File: config.mk
export PLATFORM = sky130hd
export DESIGN_NAME = lsu_top
export DESIGN_NICKNAME = d
export VERILOG_FILES = /design/src/rtl/lsu_pkg.sv /design/src/rtl/lsu_agen.sv /design/src/rtl/lsu_ctrl.sv /design/src/rtl/lsu_pack.sv /design/src/rtl/lsu_top.sv
export SDC_FILE = /design/constraint.sdc
export NUM_CORES = 1
export LEC_CHECK = 0
export BUFFER_PORTS_ARGS = -buffer_cell sky130_fd_sc_hd__buf_2
export CAP_MARGIN = 40
export CORE_MARGIN = 2
export CORE_UTILIZATION = 35
export CTS_CLUSTER_SIZE = 10
export DETAILED_ROUTE_END_ITERATION = 6
export HOLD_SLACK_MARGIN = 0.1
export PLACE_DENSITY = 0.69
export SYNTH_ARGS = -nofsm -noshare
export SYNTH_HDL_FRONTEND = slang
export SYNTH_SLANG_ARGS = --single-unit
File: constraint.sdc
create_clock -name clk -period 6.3 [get_ports clk]
set_input_delay 1.575 -clock clk [delete_from_list [all_inputs] [get_ports clk]]
set_output_delay 1.575 -clock clk [all_outputs]
set_load 0.03 [all_outputs]
File: src/rtl/lsu_pkg.sv
package lsu_pkg;

    localparam int LSU_ADDR_W = 32;
    localparam int LSU_BYTE_W = 8;
    localparam int LSU_DISP_W = 17;
    localparam int LSU_IDX_W  = 5;
    localparam int LSU_OP_W   = 5;

    // Opcode values the unit accepts
    localparam logic [LSU_OP_W-1:0] OPC_LD  = 5'd1;
    localparam logic [LSU_OP_W-1:0] OPC_LDR = 5'd2;
    localparam logic [LSU_OP_W-1:0] OPC_ST  = 5'd3;
    localparam logic [LSU_OP_W-1:0] OPC_STR = 5'd4;
    localparam logic [LSU_OP_W-1:0] OPC_LA  = 5'd5;
    localparam logic [LSU_OP_W-1:0] OPC_LAR = 5'd6;

    typedef enum logic [1:0] {
        KIND_NONE,
        KIND_LOAD,
        KIND_STORE,
        KIND_ADDR
    } xfer_kind_e;

    typedef enum logic [1:0] {
        ST_IDLE,
        ST_XFER,
        ST_FIN
    } lsu_state_e;

    typedef struct packed {
        xfer_kind_e kind;
        logic       pc_rel;
    } op_dec_t;

    function automatic op_dec_t decode_op(input logic [LSU_OP_W-1:0] opc);
        op_dec_t d;
        d.kind   = KIND_NONE;
        d.pc_rel = 1'b0;
        case (opc)
            OPC_LD:  d.kind = KIND_LOAD;
            OPC_ST:  d.kind = KIND_STORE;
            OPC_LA:  d.kind = KIND_ADDR;
            OPC_LDR: begin d.kind = KIND_LOAD;  d.pc_rel = 1'b1; end
            OPC_STR: begin d.kind = KIND_STORE; d.pc_rel = 1'b1; end
            OPC_LAR: begin d.kind = KIND_ADDR;  d.pc_rel = 1'b1; end
            default: ;
        endcase
        return d;
    endfunction

endpackage

File: src/rtl/lsu_agen.sv
// Effective address: origin (PC, base register or zero) plus sign-extended displacement.
module lsu_agen #(
    parameter int ADDR_W = 32,
    parameter int DISP_W = 17
) (
    input  logic              pc_rel,
    input  logic              base_none,
    input  logic [ADDR_W-1:0] pc_val,
    input  logic [ADDR_W-1:0] base_val,
    input  logic [DISP_W-1:0] disp,
    output logic [ADDR_W-1:0] ea
);
    localparam int EXT_W = ADDR_W - DISP_W;

    logic [ADDR_W-1:0] disp_ext;
    logic [ADDR_W-1:0] origin;

    always_comb begin
        disp_ext = {{EXT_W{disp[DISP_W-1]}}, disp};
        if (pc_rel)
            origin = pc_val;
        else if (base_none)
            origin = '0;
        else
            origin = base_val;
        ea = origin + disp_ext;
    end
endmodule

File: src/rtl/lsu_ctrl.sv
// Sequencer: idle, byte transfers counted by cnt, one finishing cycle.
module lsu_ctrl
    import lsu_pkg::*;
#(
    parameter  int NBYTES = 4,
    localparam int CNT_W  = $clog2(NBYTES)
) (
    input  logic             clk,
    input  logic             rst,
    input  logic             launch,
    input  logic             addr_only,
    input  logic             mem_ready,
    output lsu_state_e       state,
    output logic [CNT_W-1:0] cnt,
    output logic             step
);
    logic last;

    always_comb begin
        step = (state == ST_XFER) && mem_ready;
        last = (cnt == CNT_W'(NBYTES - 1));
    end

    always_ff @(posedge clk) begin
        if (rst) begin
            state <= ST_IDLE;
            cnt   <= '0;
        end else begin
            case (state)
                ST_IDLE: if (launch) begin
                    cnt   <= '0;
                    state <= addr_only ? ST_FIN : ST_XFER;
                end
                ST_XFER: if (step) begin
                    cnt <= cnt + 1'b1;
                    if (last) state <= ST_FIN;
                end
                ST_FIN:  state <= ST_IDLE;
                default: state <= ST_IDLE;
            endcase
        end
    end

    // reset leaves the sequencer idle
    a_r1_reset_idle: assert property (@(posedge clk)
        rst |=> state == ST_IDLE);

    // completion follows the final byte
    a_r9_fin_after_last: assert property (@(posedge clk) disable iff (rst)
        step && last |=> state == ST_FIN);

    // completion lasts a single cycle
    a_r9_fin_one_cycle: assert property (@(posedge clk) disable iff (rst)
        state == ST_FIN |=> state != ST_FIN);

    // no progress without ready
    a_r8_wait_no_advance: assert property (@(posedge clk) disable iff (rst)
        state == ST_XFER && !mem_ready |=> state == ST_XFER && $stable(cnt));
endmodule

File: src/rtl/lsu_pack.sv
// Shared word register: shifts left one byte per transfer.
// On a store the top byte is the next one out; on a load bytes enter at the bottom.
module lsu_pack #(
    parameter int DATA_W = 32,
    parameter int BYTE_W = 8
) (
    input  logic              clk,
    input  logic              rst,
    input  logic              load,
    input  logic [DATA_W-1:0] load_val,
    input  logic              shift,
    input  logic [BYTE_W-1:0] byte_in,
    output logic [DATA_W-1:0] word,
    output logic [BYTE_W-1:0] head
);
    always_ff @(posedge clk) begin
        if (rst)
            word <= '0;
        else if (load)
            word <= load_val;
        else if (shift)
            word <= {word[DATA_W-BYTE_W-1:0], byte_in};
    end

    assign head = word[DATA_W-1 -: BYTE_W];
endmodule

File: src/rtl/lsu_top.sv
module lsu_top
    import lsu_pkg::*;
#(
    parameter int ADDR_W = LSU_ADDR_W,
    parameter int DISP_W = LSU_DISP_W,
    parameter int IDX_W  = LSU_IDX_W,
    parameter int OP_W   = LSU_OP_W,
    parameter int BYTE_W = LSU_BYTE_W
) (
    input  logic              clk,
    input  logic              rst,
    input  logic              start,
    input  logic [OP_W-1:0]   opcode,
    input  logic [IDX_W-1:0]  ra_idx,
    input  logic [IDX_W-1:0]  rb_idx,
    input  logic [DISP_W-1:0] disp,
    input  logic [ADDR_W-1:0] pc_val,
    input  logic [ADDR_W-1:0] base_val,
    input  logic [ADDR_W-1:0] store_data,
    output logic              busy,
    output logic              mem_req,
    output logic              mem_we,
    output logic [ADDR_W-1:0] mem_addr,
    output logic [BYTE_W-1:0] mem_wdata,
    input  logic [BYTE_W-1:0] mem_rdata,
    input  logic              mem_ready,
    output logic              wb_en,
    output logic [IDX_W-1:0]  wb_idx,
    output logic [ADDR_W-1:0] wb_data,
    output logic              done
);
    localparam int NBYTES = ADDR_W / BYTE_W;
    localparam int CNT_W  = $clog2(NBYTES);

    op_dec_t           dec;
    logic              launch;
    logic [ADDR_W-1:0] ea;
    logic [ADDR_W-1:0] pack_init;
    lsu_state_e        state;
    logic [CNT_W-1:0]  cnt;
    logic              step;
    logic [ADDR_W-1:0] word;
    logic [BYTE_W-1:0] head;

    xfer_kind_e        kind_q;
    logic [ADDR_W-1:0] addr_q;
    logic [IDX_W-1:0]  dst_q;

    always_comb begin
        dec       = decode_op(opcode);
        launch    = start && (state == ST_IDLE) && (dec.kind != KIND_NONE);
        pack_init = (dec.kind == KIND_STORE) ? store_data : ea;
    end

    lsu_agen #(.ADDR_W(ADDR_W), .DISP_W(DISP_W)) u_agen (
        .pc_rel   (dec.pc_rel),
        .base_none(rb_idx == '0),
        .pc_val   (pc_val),
        .base_val (base_val),
        .disp     (disp),
        .ea       (ea)
    );

    lsu_ctrl #(.NBYTES(NBYTES)) u_ctrl (
        .clk      (clk),
        .rst      (rst),
        .launch   (launch),
        .addr_only(dec.kind == KIND_ADDR),
        .mem_ready(mem_ready),
        .state    (state),
        .cnt      (cnt),
        .step     (step)
    );

    lsu_pack #(.DATA_W(ADDR_W), .BYTE_W(BYTE_W)) u_pack (
        .clk     (clk),
        .rst     (rst),
        .load    (launch),
        .load_val(pack_init),
        .shift   (step),
        .byte_in (mem_rdata),
        .word    (word),
        .head    (head)
    );

    always_ff @(posedge clk) begin
        if (rst) begin
            kind_q <= KIND_NONE;
            addr_q <= '0;
            dst_q  <= '0;
        end else if (launch) begin
            kind_q <= dec.kind;
            addr_q <= ea;
            dst_q  <= ra_idx;
        end
    end

    always_comb begin
        busy      = (state != ST_IDLE);
        mem_req   = (state == ST_XFER);
        mem_we    = mem_req && (kind_q == KIND_STORE);
        mem_addr  = addr_q + ADDR_W'(cnt);
        mem_wdata = head;
        done      = (state == ST_FIN);
        wb_en     = done && (kind_q != KIND_STORE);
        wb_idx    = dst_q;
        wb_data   = word;
    end

    // an unanswered request keeps its address, direction and data
    a_r8_hold_request: assert property (@(posedge clk) disable iff (rst)
        mem_req && !mem_ready |=> mem_req && $stable(mem_addr) && $stable(mem_we)
                                  && $stable(mem_wdata));

    // after a completed byte the next address is one higher (mod 2^32)
    a_r11_addr_step: assert property (@(posedge clk) disable iff (rst)
        mem_req && mem_ready |=> !mem_req || (mem_addr == $past(mem_addr) + ADDR_W'(1)));

    // completion never overlaps a memory access
    a_r5_done_no_access: assert property (@(posedge clk) disable iff (rst)
        done |-> !mem_req && !mem_we);

    // write strobe only inside a request
    a_r7_we_in_req: assert property (@(posedge clk) disable iff (rst)
        mem_we |-> mem_req);
endmodule

==> results by group, run 1 <==
Synth
  • Synth top area cells: dfxtp_1 24%, nand2_1 7.5%, ha_1 7.5%, a21oi_1 5.8%, xnor2_1 5.4%
  • Post-synthesis register bit count: 75
  • Synth Area in Simple Gates: between 20% and 30%
  • Complex-gate fraction of the synthesized area: between 20 and 30%
  • Ys flop type: dfxtp_1
  • Synth Instances: 827
  • Largest family of logic cells by synthesized area: compound AO/OA/AOI/OAI gates
  • Area leader, netlist: dfxtp_1
  • Mux cell area share after synthesis: 1.151%
  • Post-synth EDFFs: 0
  • Post-synth ARST share: 0%
  • Commonest cells post-synth: 124 x nand2_1, 75 x dfxtp_1, 72 x a21oi_1
  • Synth Area in Adders: 8.115%
  • Mean Syn Cell Area: 7.495 sq um
  • Post-synth top area share: 24.22%
  • Syn nets: 1006
  • Most common cell in the synthesized netlist: nand2_1
  • Seq/Total Area, Yosys: between 20% and 30%
  • Yosys warns: 0
  • Yosys cell types: 74
  • Xor and xnor area share after synthesis: 8.337%
  • Area of the mapped netlist: 6198 sq um

STA
  • Max_slew headroom: 41.08%
  • RSZ-0062 raised after global routing: false
  • Max Fclk: 0.2016 GHz
  • Fin. Hold Viols: 0
  • Max-slew violation count: 0
  • Setup TNS: 0 ns
  • Slew @ Worst Pin: 0.8839 ns
  • Setup violations, final: 0
  • Min cycle time layout: 4.960 ns
  • Period Utilization, post-route: around 79%
  • Setup Skew: ~0.013 ns
  • Worst Slack Setup Final: around 1.3 ns

Worst setup path
  • Required @ worst endpoint: 6.53 ns
  • CP Max Fanout: 29
  • CP delay by family, top: compound AO/OA/AOI/OAI gates
  • CP Capture Type: flop
  • Crit path kind: input pin to flop
  • Critical Path Start Type: input pin
  • CP max-delay cell: a221o_2
  • WP buf/inv: 2
  • Critical path arrival: 5.19 ns
  • CP peak stage delay: 0.48 ns
  • Crit path cell chain: buf_2, or2_1, and3b_1, a21oi_2, buf_4, a22o_1, ha_1, a21oi_1, o21ai_0, a21o_1, a221o_2, a221oi_4, xor2_1, a2111oi_1

Placed design
  • Placed inst area: 7370 sq um
  • HPWL after DPL: between 15000 and 20000 um
  • Pre-CTS WS: between 1 and 1.5 ns
  • Port Buffers: 221
  • Final Wtd Congestion: 0.9677
  • Placed cells: 1221

Power and ir drop
  • PD cells: about 210 nW/um^2
  • Peak supply drop: 0.1176 mV
  • LEAKAGE: 3.564 nW

Global route
  • Met1 Resource Use GR: 31.34%
  • Antenna violations before repair: 0
  • GRT Util Overall: 22.39%
  • Vias in the first global route: 6159
  • Largest net degree at the start of global routing: 80
  • Total gr overflow: 0
  • Met2 usage: 35.74%
  • Met3 usage: approximately 3.3%
  • Global-route wire length before repair: 32620 um
  • GRT Max-Usage Layer: met2

Run status
  • Outcome: finished clean

Floorplan
  • Die area: 18790 sq um
  • Io pins: 222
  • Initial Util: between 30% and 40%
  • Core area: 17300 sq um
  • Die height: 137.1 um
  • # rows: 48
  • Die Span X: 137.1 um

Final layout
  • Synth-to-layout area growth: 23.84%
  • Net total in the final layout: 1186
  • N_diodes: 0
  • Final Non-Filler Cells: 1237
  • Post-route cell area: 7676 sq um
  • Share of cells above drive strength 1: 25.99%

Clocking
  • CTS tree: done
  • Reg clk slew, reported paths: about 0.060 ns
  • Post-CTS setup buffers: 0
  • CTS Buf Count: 9
  • Root Buffer: clkbuf_16
  • Worst-skew pair later-pin latency: 0.35 ns
  • Hold_buf cts: 0
  • # resized after CTS: 0
  • CTS max path bufs: 2
  • Clock Sinks: 75
  • H-Tree Depth: 3

Route
  • Via density: 5.484
  • DRC errors left: 0
  • Initial DRC Count: 440
  • Via Count: 6784
  • Detailed-router iteration count before antenna repair: 7
  • Antenna Nets Post-Route: 0
  • Routed len/inst: 17.54 um
  • Final WL: between 20000 and 25000 um

Flow run
  • Max-cap viol count: 0

Hold path
  • Hold Crit Class: flop to flop
## area by class of cell
class	count	area [sq um]
Clock buffer	9	225.2
Fill cell	1744	9620
Tap cell	225	281.5
Sequential cell	75	1501
Inverter	14	52.55
Multi-Input combinational cell	678	4368
Timing Repair Buffer	229	1166
Clock inverter	7	81.33
## final timing paths
kind	from	end	slack [ns]	cells past startpoint
setup / recovery	opcode[2]	u_pack.word[20]$_SDFFE_PP0P_	1.34	14
hold / removal	wb_idx[3]$_SDFFE_PP0P_	wb_idx[3]$_SDFFE_PP0P_	0.45	2
setup reg to reg	u_ctrl.state[1]$_SDFFE_PP0P_	u_pack.word[17]$_SDFFE_PP0P_	3.68	7
hold reg to reg	wb_idx[3]$_SDFFE_PP0P_	wb_idx[3]$_SDFFE_PP0P_	0.45	2
## power breakdown
group | internal (mW) | switching, mW
Combinational | 0.211 | 0.353
Sequential | 0.501 | 0.0272
Clock | 0.313 | 0.226
Total | 1.02 | 0.606
## sequential cells by signal, summed over array words and instances (netlist names)
signal and flops:
addr_q 32, u_pack.word 32, kind_q 2, u_ctrl.cnt 2, u_ctrl.state 2, wb_idx 5
## stage by stage
stage / utilization, % / total power [mW] / hold slack [ns]
5_1_grt: 44.38 / 1.708 / 0.4752
3_3_place_gp: 42.61 / 1.095 / 0.4398
4_1_cts: 44.38 / 1.629 / 0.4521
6_report: 44.38 / 1.631 / 0.4482
3_5_place_dp: 42.61 / 1.096 / 0.4431
2_1_floorplan: - / 0.9199 / 0.4373
## cells in the final DEF, fill, tap and decap left out, drive strengths merged, types with 3 or more instances in the layout
cell / netlist / routed
a2111oi: 6 / 6
a211oi: 13 / 13
a21boi: 4 / 4
a21o: 13 / 13
a21oi: 75 / 75
a22o: 32 / 32
a311oi: 6 / 6
a31oi: 17 / 17
and2: 9 / 9
and3: 14 / 14
buf: 28 / 229
clkbuf: 32 / 9
clkinv: 1 / 4
dfxtp: 75 / 75
ha: 37 / 37
inv: 13 / 16
mux2i: 6 / 6
nand2: 124 / 124
nand2b: 4 / 4
nand3: 29 / 29
nand3b: 9 / 9
nand4: 6 / 6
nand4b: 4 / 4
nor2: 64 / 64
nor2b: 9 / 9
nor3: 18 / 18
nor3b: 3 / 3
nor4: 3 / 3
o211ai: 7 / 7
o21a: 7 / 7
o21ai: 48 / 48
o21bai: 3 / 3
o221ai: 10 / 10
o22ai: 3 / 3
or3: 6 / 6
or4: 4 / 4
xnor2: 38 / 38
xor2: 21 / 21
## cell families (layout without fill, tap and decap cells)
group,count (synthesis),after routing
flops,75,75
buf+inv,74,259
fa+ha+maj,39,39
mux,7,7
xor+xnor,59,59
simple gates,315,315
compound gates,258,258
## routing by layer
layer | part of all wire (%) | up-vias | routed length (um)
met2 | 46 | 301 | 9909
met5 | 0 | - | 0
met1 | 45 | 3091 | 9673
met3 | 7.9 | 26 | 1720
met4 | 1.8 | 0 | 391
li1 | - | 3366 | -
## worst register-to-register path: cells and delay by family (launching register included)
| family | cells | cell delay, ns |
|---|---|---|
| DFF | 1 | 0.32 |
| AOI/OAI and AO/OA | 3 | 1.18 |
| and+or+nand+nor | 3 | 0.57 |
| buffers and inverters | 1 | 0.44 |
Power figures use the tool's default switching activity.
==> run 2: changes to the inputs <==
PLACE_DENSITY = 0.71   (was 0.69)
clock period = 4.1 ns   (was 6.3 ns; I/O delays follow)
==> results by group, run 2 (synthesized netlist as in run 1, its figures left out) <==
Worst setup path
  • CP Capture Type: flop
  • Critical Path Start Type: input pin
  • Required @ worst endpoint: 4.32 ns
  • CP delay by family, top: compound AO/OA/AOI/OAI gates
  • CP Depth: 15
  • WP buf/inv: 4
  • Critical path arrival: 4.21 ns
  • Register-to-Register Path Depth: 5
  • Crit path kind: input pin to flop
  • CP Max Fanout: 14
  • Crit path cell chain: buf_2, or2_1, and3b_2, buf_12, buf_4, a22o_1, ha_1, a21oi_1, o21ai_0, a21o_1, a221o_2, buf_4, a21oi_4, nor4_1, or3_1
  • Worst path most repeated cell: buf_4
  • CP max-delay cell: a221o_2
  • CP peak stage delay: roughly 0.45 ns
  • Reg2reg setup slack: 1.58 ns

Final layout
  • Sequential cell area: ~1500 sq um
  • Multi-input logic area: 4491 sq um
  • Commonest non-fill, non-tap cell in the layout: buf_2
  • N_diodes: 0
  • Share of cells above drive strength 1: 34.86%
  • Most frequent cells in the layout: 221 x buf_2, 124 x nand2_1, 102 x buf_4
  • Final Non-Filler Cells: between 1000 and 1500
  • Filler instances: 1716
  • Fin util: 49.47%
  • Net total in the final layout: 1284
  • Post-route cell area: 8557 sq um
  • Synth-to-layout area growth: 38.05%

Hold path
  • Hold Crit Class: flop to flop
  • Hold path cells: 2

Placed design
  • Placed inst area: 8123 sq um
  • Placed cells: 1318
  • HPWL after DPL: 18130 um
  • Final Wtd Congestion: 0.9316
  • Port Buffers: 221

STA
  • Period Utilization, post-route: 97.31%
  • Max_slew headroom: 42.78%
  • Hold Worst Slack: 0.4557 ns
  • Fin. Hold Viols: 0
  • Setup TNS: 0 ns
  • Min cycle time layout: 3.990 ns
  • Max-slew violation count: 0
  • Slew @ Worst Pin: 0.8584 ns
  • Setup Skew: around 0.0081 ns
  • Max Fclk: 0.2507 GHz
  • Setup violations, final: 0

Route
  • DRC errors left: 0
  • Detailed-router iteration count before antenna repair: 5
  • Via Count: slightly above 7000
  • Final WL: 22620 um
  • Routed len/inst: between 15 and 20 um
  • Antenna Nets Post-Route: 0
  • Initial DRC Count: 413
  • Via density: 5.416

Clocking
  • Worst-skew pair later-pin latency: 0.34 ns
  • H-Tree Depth: 3
  • Root Buffer: clkbuf_16
  • Reg clk slew, reported paths: 0.06 ns
  • CTS Buf Count: 9
  • Clock Sinks: 75
  • Hold_buf cts: 0
  • CTS tree: done
  • CTS max path bufs: 2

Global route
  • Largest net degree at the start of global routing: 55
  • Met2 usage: 38.06%
  • Met1 Resource Use GR: 30.63%
  • Vias in the first global route: 6688
  • GRT Util Overall: 23.06%
  • Global-route wire length before repair: 34030 um
  • Antenna violations before repair: 1
  • Total gr overflow: 0
  • GRT Max-Usage Layer: met2
  • Met3 usage: under 10%

Floorplan
  • Core area: 17300 sq um
  • Die area: 18790 sq um
  • Die height: roughly 140 um
  • Io pins: between 200 and 250
  • Die Span X: 137.1 um
  • # rows: 48
  • Initial Util: a little over a third

Flow run
  • Max-cap viol count: 0

Power and ir drop
  • Peak supply drop: 0.2126 mV
  • LEAKAGE: 4.052 nW
  • PD cells: 313.3 nW/um^2

Run status
  • Outcome: finished clean
-- run 2: changes by cell type in the layout (fill, tap and decap cells not counted), sizes merged --
cell / previous run / this run
buf: 229 / 327
clkinv: 4 / 2
clkinvlp: 0 / 1
inv: 16 / 17
-- run 2: layer usage --
| metal | share of wire [%] | vias to the layer above |
|---|---|---|
| li1 | - | 3568 |
| met3 | 8.3 | 39 |
| met4 | 2.7 | 2 |
| met1 | 43 | 3300 |
| met2 | 46 | 321 |
| met5 | 0.057 | - |
-- run 2: power breakdown --
| group | internal (mW) | switching, mW | total [mW] |
|---|---|---|---|
| registers | 0.770 | 0.0425 | 0.812 |
| logic | 0.457 | 0.587 | 1.04 |
| clock network | 0.481 | 0.343 | 0.824 |
| total | 1.71 | 0.972 | 2.68 |
-- run 2: path summary, 6_finish.rpt --
kind                                start                      endpoint
max                             opcode[2]  u_pack.word[24]$_SDFFE_PP0P_
min                wb_idx[0]$_SDFFE_PP0P_        wb_idx[0]$_SDFFE_PP0P_
max reg2reg  u_ctrl.state[0]$_SDFFE_PP0P_  u_pack.word[23]$_SDFFE_PP0P_
min reg2reg        wb_idx[0]$_SDFFE_PP0P_        wb_idx[0]$_SDFFE_PP0P_
-- run 2: worst register-to-register path, stage by stage (launching register included) --
cell and delay, ns:
dfxtp_1 0.39, nor2b_1 0.35, nand2_1 0.59, nand2_1 0.63
o22ai_1 0.18, a2111oi_2 0.29
-- run 2: per-stage QoR --
step	worst slack (ns)	power, mW
floorplan	-0.1927	1.418
global placement	-0.4195	1.817
detailed placement	-0.4664	1.828
CTS	0.01026	2.653
global route	-0.006470	2.815
finish	0.1105	2.681
-- run 2: layout make-up --
type | count | area share (%)
Multi-Input combinational cell | 678 | 52.48
Tap cell | 225 | 3.290
Sequential cell | 75 | 17.55
Clock buffer | 9 | 2.632
Clock inverter | 7 | 0.9358
Timing Repair Buffer | 327 | 22.50
Inverter | 14 | 0.6141
-- run 2: timing repair --
action / CTS / global route
gates resized for setup: 2 / 31
endpoints found under the setup margin: 1 / 26
pin swaps: 0 / 16
setup buffers: 0 / 1
